--- src/rtl/irqc_pkg.sv ---
package irqc_pkg;
    // byte-wide host register: one bit per event source
    localparam int unsigned NSRC = 8;
    typedef logic [NSRC-1:0] src_vec_t;

    typedef struct packed {
        src_vec_t mask;
    } en_state_t;

    typedef struct packed {
        logic pend;
    } cell_state_t;

    typedef struct packed {
        logic irq;
    } irq_state_t;
endpackage

--- src/rtl/irqc_enable_reg.sv ---
module irqc_enable_reg
    import irqc_pkg::*;
#(
    parameter src_vec_t VALID = 8'h3F
) (
    input  logic     clk,
    input  logic     rst_n,
    input  logic     wr_en,
    input  src_vec_t wr_data,
    output src_vec_t en_q,
    output src_vec_t en_d
);
    en_state_t st_d, st_q;

    always_comb begin
        st_d = st_q;
        if (wr_en) begin
            st_d.mask = wr_data & VALID;
        end
    end

    always_ff @(posedge clk) begin
        if (!rst_n) begin
            st_q <= '0;
        end else begin
            st_q <= st_d;
        end
    end

    assign en_q = st_q.mask;
    assign en_d = st_d.mask;
endmodule

--- src/rtl/irqc_status_cell.sv ---
module irqc_status_cell
    import irqc_pkg::*;
(
    input  logic clk,
    input  logic rst_n,
    input  logic en_cur,   // mask bit before this edge: gates the event
    input  logic en_nxt,   // mask bit after this edge: clears on disable
    input  logic evt,
    output logic pend_q,
    output logic pend_d
);
    cell_state_t c_d, c_q;

    always_comb begin
        c_d = c_q;
        if (evt && en_cur) begin
            c_d.pend = 1'b1;
        end
        if (!en_nxt) begin
            c_d.pend = 1'b0;
        end
    end

    always_ff @(posedge clk) begin
        if (!rst_n) begin
            c_q <= '0;
        end else begin
            c_q <= c_d;
        end
    end

    assign pend_q = c_q.pend;
    assign pend_d = c_d.pend;
endmodule

--- src/rtl/irqc_irq_out.sv ---
module irqc_irq_out
    import irqc_pkg::*;
(
    input  logic     clk,
    input  logic     rst_n,
    input  src_vec_t pend_nxt,
    output logic     irq_o
);
    irq_state_t s_d, s_q;

    always_comb begin
        s_d     = s_q;
        s_d.irq = |pend_nxt;
    end

    always_ff @(posedge clk) begin
        if (!rst_n) begin
            s_q <= '0;
        end else begin
            s_q <= s_d;
        end
    end

    assign irq_o = s_q.irq;
endmodule

--- src/rtl/evt_irq_ctl.sv ---
module evt_irq_ctl
    import irqc_pkg::*;
#(
    parameter src_vec_t VALID_MASK = 8'h3F
) (
    input  logic       clk,
    input  logic       rst_n,
    input  logic       wr_en,
    input  logic [7:0] wr_data,
    input  logic [7:0] evt_i,
    output logic [7:0] rd_data,
    output logic       irq_o
);
    src_vec_t en_q, en_d, pend_q, pend_d;

    irqc_enable_reg #(.VALID(VALID_MASK)) u_en (
        .clk     (clk),
        .rst_n   (rst_n),
        .wr_en   (wr_en),
        .wr_data (wr_data),
        .en_q    (en_q),
        .en_d    (en_d)
    );

    for (genvar i = 0; i < NSRC; i++) begin : g_src
        if (VALID_MASK[i]) begin : g_live
            irqc_status_cell u_cell (
                .clk    (clk),
                .rst_n  (rst_n),
                .en_cur (en_q[i]),
                .en_nxt (en_d[i]),
                .evt    (evt_i[i]),
                .pend_q (pend_q[i]),
                .pend_d (pend_d[i])
            );
        end else begin : g_absent
            assign pend_q[i] = 1'b0;
            assign pend_d[i] = 1'b0;
        end
    end

    irqc_irq_out u_irq (
        .clk      (clk),
        .rst_n    (rst_n),
        .pend_nxt (pend_d),
        .irq_o    (irq_o)
    );

    assign rd_data = pend_q;
endmodule

--- config.mk ---
export PLATFORM = sky130hd
export DESIGN_NAME = evt_irq_ctl
export DESIGN_NICKNAME = d
export VERILOG_FILES = /design/src/rtl/irqc_pkg.sv /design/src/rtl/irqc_enable_reg.sv /design/src/rtl/irqc_status_cell.sv /design/src/rtl/irqc_irq_out.sv /design/src/rtl/evt_irq_ctl.sv
export SDC_FILE = /design/constraint.sdc
export NUM_CORES = 1
export LEC_CHECK = 0
export ABC_AREA = 1
export ABC_CLOCK_PERIOD_IN_PS = 1110
export BUFFER_PORTS_ARGS = -buffer_cell sky130_fd_sc_hd__buf_2
export CORE_MARGIN = 1
export CORE_UTILIZATION = 42
export DETAILED_ROUTE_END_ITERATION = 6
export PLACE_DENSITY = 0.71
export SYNTH_ARGS = -nofsm -noshare
export SYNTH_HDL_FRONTEND = slang
export SYNTH_SLANG_ARGS = --single-unit
--- constraint.sdc ---
create_clock -name clk -period 1.11 [get_ports clk]
set_input_delay 0.0555 -clock clk [delete_from_list [all_inputs] [get_ports clk]]
set_output_delay 0.0555 -clock clk [all_outputs]
set_load 0.1 [all_outputs]
==> results_dict.tcl, run 1 <==
set metrics [dict create \
    status "complete, no violations" \
    grt_use_total 0.1683 \
    fin_crit_ns 1.057 \
    wl_mm 1.000 \
    die_h_um 38.94 \
    rows 12 \
    path_cells "buf_2" \
    critical_path_class "flip-flop to primary output" \
    finalSetupTns_ns 0 \
    slew_violations 0 \
    combPwrFrac 0.169 \
    slowest_delay_ns 0.41 \
    synth_area_per_cell_um2 6.822 \
    firstDrtPassIters 2 \
    hold_viol_final 0 \
    ys_types 11 \
    grt_pass1_wl_mm 1.635 \
    cp-end-kind "primary output" \
    cts_buffers 3 \
    grt_pass1_vias 425 \
    min_path_type "input port to flip-flop" \
    ys.warnings.count 0 \
    worstPathArrival_ns 1.00 \
    grt_max_degree 14 \
    cts_hold_buf 0 \
    p_seq_frac 0.525 \
    root_buffer "clkbuf_4" \
    yosysSeqAreaShare 0.4541 \
    antennaDiodeCount 0 \
    cp_slowest_cell "buf_2" \
    num_vias 500 \
    nFillCells 115 \
    power_density_mw_per_mm2 1268 \
    worst_path_dominant_cell_family "buffers and inverters" \
    viasPerCell 4.348 \
    hp-start "wr_data[3]" \
    die_w_um 38.94 \
    gr-total-overflow 0 \
    startpoint "u_irq.irq_o$_SDFF_PN0_" \
    final_core_util 0.6234 \
    most-common-layout-cells "36 x nand2_1, 15 x buf_2, 13 x dfxtp_1" \
    tritoncts "done" \
    antenna_found_initial 0 \
    syn_area_um2 573.1 \
    crit_buf_inv 1 \
    die-area_mm2 0.001516 \
    start_util 0.4831 \
    p_leak_uw 0.0003976 \
    dp_hpwl_um 768.1 \
    drive_gt1_frac 0.2673 \
    ctsLongestPathBuffers 2 \
    p_sw_frac 0.2869 \
    fin_nets 121 \
    drv_cap 0 \
    final_common_cell "nand2_1" \
    p_int_uw 668.4 \
    area.growth.synth_to_final_pct 29.04 \
    rsz0062_at_grt "no" \
    cp_max_fo 1 \
    crit-reg2reg-launch "g_src[0].g_live.u_cell.pend_q$_SDFF_PN0_" \
    stdcell_count 115 \
    wl_per_cell_um 8.696 \
    syn_inst 84 \
    core_mm2 0.001186 \
    clock-sinks 13 \
    clk-insertion-delay-late_ns 0.28 \
    peakVddDrop_mv 0.7336 \
    ios 28 \
    pwr-share-clk 0.307 \
    place.gp.congestion 0.6963 \
    dp_cells 111 \
    setup_viol_count_final 0 \
    ys_ff_latch 13 \
    period_share 0.9523 \
    fmax_mhz 946.0 \
    io_buffer_count 21 \
    cts.clk_slew.worst_paths_ns 0.07 \
    cp_data_required_time_ns 1.05 \
    drt_first_iter_violations 3 \
    fin_worst_skew_ns 0.004652 \
    final_antenna_net_count 0 \
    power_switching_uw 268.9 \
    h-tree-depth 1 \
    drc 0 \
    critPathLaunchType "flip-flop" \
    power_uw 937.3 \
]
final cells by class:
type / instances / area, µm² / share of cell area
Clock buffer: 4 / 26.28 / 0.03553
Inverter: 9 / 33.78 / 0.04569
Multi-Input combinational cell: 54 / 219.0 / 0.2961
Sequential cell: 13 / 260.3 / 0.3519
Tap cell: 14 / 17.52 / 0.02369
Timing Repair Buffer: 21 / 182.7 / 0.2470
kinds of logic after synthesis:
| family | share of synthesized area |
|---|---|
| AOI/OAI and AO/OA | 0.07642 |
| buffers and inverters | 0.1703 |
| DFF | 0.4541 |
| other | 0.006544 |
| and+or+nand+nor | 0.2926 |
routing by layer:
metal | up-vias | global-route usage | wire length [µm]
met1 | 202 | 0.1590 | 446
li1 | 275 | - | -
met2 | 19 | 0.2958 | 459
met5 | - | 0 | 0
met3 | 4 | 0.06936 | 75
met4 | 0 | 0.1034 | 19
metrics by stage:
stage	area, µm²	setup WS (ns)	hold WS [ns]
6_report	739.5	0.05290	0.03936
5_1_grt	739.5	0.02081	0.04312
2_1_floorplan	576.8	0.1455	0.2183
3_3_place_gp	710.7	0.2406	0.3284
3_5_place_dp	710.7	0.2285	0.3298
4_1_cts	737.0	0.02768	0.03346
sequential cells by signal (all words and copies together), names as in the netlist:
| register | flops |
|---|---|
| u_en.en_q | 6 |
| g_src.g_live.u_cell.pend_q | 6 |
| u_irq.irq_o | 1 |
timing repair:
action | 4_1_cts | 5_1_grt
buffers inserted | 0 | 0
gates resized for setup | 0 | 1
setup endpoints to repair | 0 | 1
synth_stat cells, drive strengths merged:
cell type  number  area share
clkbuf          1      0.0065
nor2            7       0.046
inv             9       0.059
a21oi           7       0.061
o21ai           1       0.015
nand2          37        0.25
conb            1      0.0065
buf             8        0.10
dfxtp          13        0.45
power by group through the flow:
stage / Clock (µW) / Sequential [µW] / Combinational (µW)
3_5_place_dp: 0 / 503 / 158
5_1_grt: 326 / 493 / 172
6_report: 288 / 492 / 158
2_1_floorplan: 0 / 516 / 106
4_1_cts: 302 / 492 / 159
3_3_place_gp: 0 / 502 / 156
worst paths after layout:
check	endpoint	slack [ns]	cells past startpoint
setup reg to reg	u_irq.irq_o$_SDFF_PN0_	0.25	6
setup / recovery	irq_o	0.05	1
hold / removal	u_en.en_q[3]$_SDFF_PN0_	0.04	3
hold reg to reg	u_en.en_q[3]$_SDFF_PN0_	0.49	2
(Power assumes the default switching activity.)
==> run 2: changes to the inputs <==
CORE_UTILIZATION = 47   (was 42)
PLACE_DENSITY = 0.74   (was 0.71)
SYNTH_HIERARCHICAL = 1   (was default)
==> results_dict.tcl, run 2 <==
set metrics [dict create \
    final_common_cell "inv_1" \
    post-place-ws_ns 0.03301 \
    cp_max_fo 2 \
    die_h_um 39.95 \
    layout_setup_ws_ns 0.02533 \
    tritoncts "done" \
    setup_viol_count_final 0 \
    period_share 0.9772 \
    power_density_mw_per_mm2 1102 \
    io_buffer_count 21 \
    stdcell_count 157 \
    fin_worst_skew_ns 0.002815 \
    reg2regPathDepth 10 \
    fmax_mhz 921.9 \
    rows 13 \
    syn_area_um2 676.9 \
    clk-insertion-delay-late_ns 0.28 \
    grt_use_total 0.1787 \
    syn_inst 112 \
    slowest_delay_ns 0.33 \
    ios 28 \
    final_core_util 0.7512 \
    critical_path_class "flip-flop to flip-flop" \
    drive_gt1_frac 0.4930 \
    place.gp.congestion 0.7364 \
    die-area_mm2 0.001596 \
    p_leak_uw 0.0006059 \
    fin_nets 162 \
    worstPathArrival_ns 1.27 \
    crit_buf_inv 3 \
    drv_cap 0 \
    hold_viol_final 0 \
    power_uw 1091 \
    final_antenna_net_count 0 \
    slew_violations 0 \
    status "complete, no violations" \
    wl_met1_um 575 \
    design_area_um2 989.7 \
    cts_buffers 3 \
    ys.warnings.count 6 \
    grt_pass1_wl_mm 1.752 \
    most-common-layout-cells "30 x inv_1, 25 x nand2_1, 15 x buf_2" \
    path_cells "inv_2, nand2_1, nand2_2, inv_2, nand2_2, inv_1, nor2_2, nand2_1, nor2_1, nor2_1" \
    cp_slowest_cell "dfxtp_2" \
    crit_cells 10 \
    topRoutingLayerUsed "met4" \
    die_w_um 39.95 \
    dp_cells 149 \
    grt_pass1_vias 462 \
    area.growth.synth_to_final_pct 46.21 \
    clock-sinks 13 \
    h-tree-depth 1 \
    wl_met3_um 53 \
    ctsLongestPathBuffers 2 \
    gr-total-overflow 0 \
    firstDrtPassIters 3 \
    cts.clk_slew.worst_paths_ns 0.08 \
    wl_mm 1.320 \
    antennaDiodeCount 0 \
    wl_per_cell_um 8.408 \
    critPathLaunchType "flip-flop" \
    worst_path_dominant_cell_family "simple AND/OR/NAND/NOR gates" \
    fin_crit_ns 1.085 \
    cp_data_required_time_ns 1.29 \
    num_vias 640 \
    synth_area_per_cell_um2 6.044 \
    root_buffer "clkbuf_4" \
    holdPathStages 3 \
    antenna_found_initial 0 \
    start_util 0.5138 \
    min_path_type "input port to flip-flop" \
    grt_max_degree 9 \
    peakVddDrop_mv 1.029 \
    viasPerCell 4.076 \
    drc 0 \
    route.met2.wl_um 654 \
    core_mm2 0.001318 \
    cp-end-kind "flip-flop" \
    dp_hpwl_um 950.1 \
    drt_first_iter_violations 6 \
    post_dp_cell_area_um2 905.9 \
]
run 2: through the flow:
stage          TNS (ns)  hold slack, ns
2_1_floorplan         0          0.1677
3_3_place_gp          0          0.3488
3_5_place_dp          0          0.3495
4_1_cts               0         0.05205
5_1_grt        -0.04641         0.05927
6_report              0         0.04459
run 2: per-layer routing:
layer,GRT usage,vias to the layer above
li1,-,351
met1,0.1910,270
met2,0.2984,15
met3,0.03333,4
met4,0.1552,0
met5,0,-
run 2: final timing paths:
path	from	slack (ns)	to
setup / recovery	u_en/en_q[4]$_SDFF_PN0_	0.03	u_irq/irq_o$_SDFF_PN0_
hold / removal	rst_n	0.04	u_irq/irq_o$_SDFF_PN0_
setup reg to reg	u_en/en_q[4]$_SDFF_PN0_	0.03	u_irq/irq_o$_SDFF_PN0_
hold reg to reg	u_en/en_q[0]$_SDFF_PN0_	0.55	u_en/en_q[0]$_SDFF_PN0_
run 2: report_power, final:
group,internal [µW],leakage [µW],switching (µW)
registers,483,0.000113,15.3
clock network,140,0.0000150,160
logic,97.2,0.000478,196
total,720,0.000606,371
run 2: what timing repair did:
action / CTS / global route
setup endpoints to repair: 0 / 1
hold buffers: 0 / 0
setup buffers: 0 / 4
resized for setup: 0 / 23
run 2: area by class of cell:
class                           instances  area [µm²]
Clock buffer                            4       26.28
Fill cell                              99       327.8
Inverter                               39       146.4
Multi-Input combinational cell         60       275.3
Sequential cell                        13       290.3
Tap cell                               15       18.77
Timing Repair Buffer                   26       232.7
run 2: tightest hold or removal path: cells and delay by family:
family        cells  cell delay, ns
buf+inv           2            0.20
simple gates      1            0.03
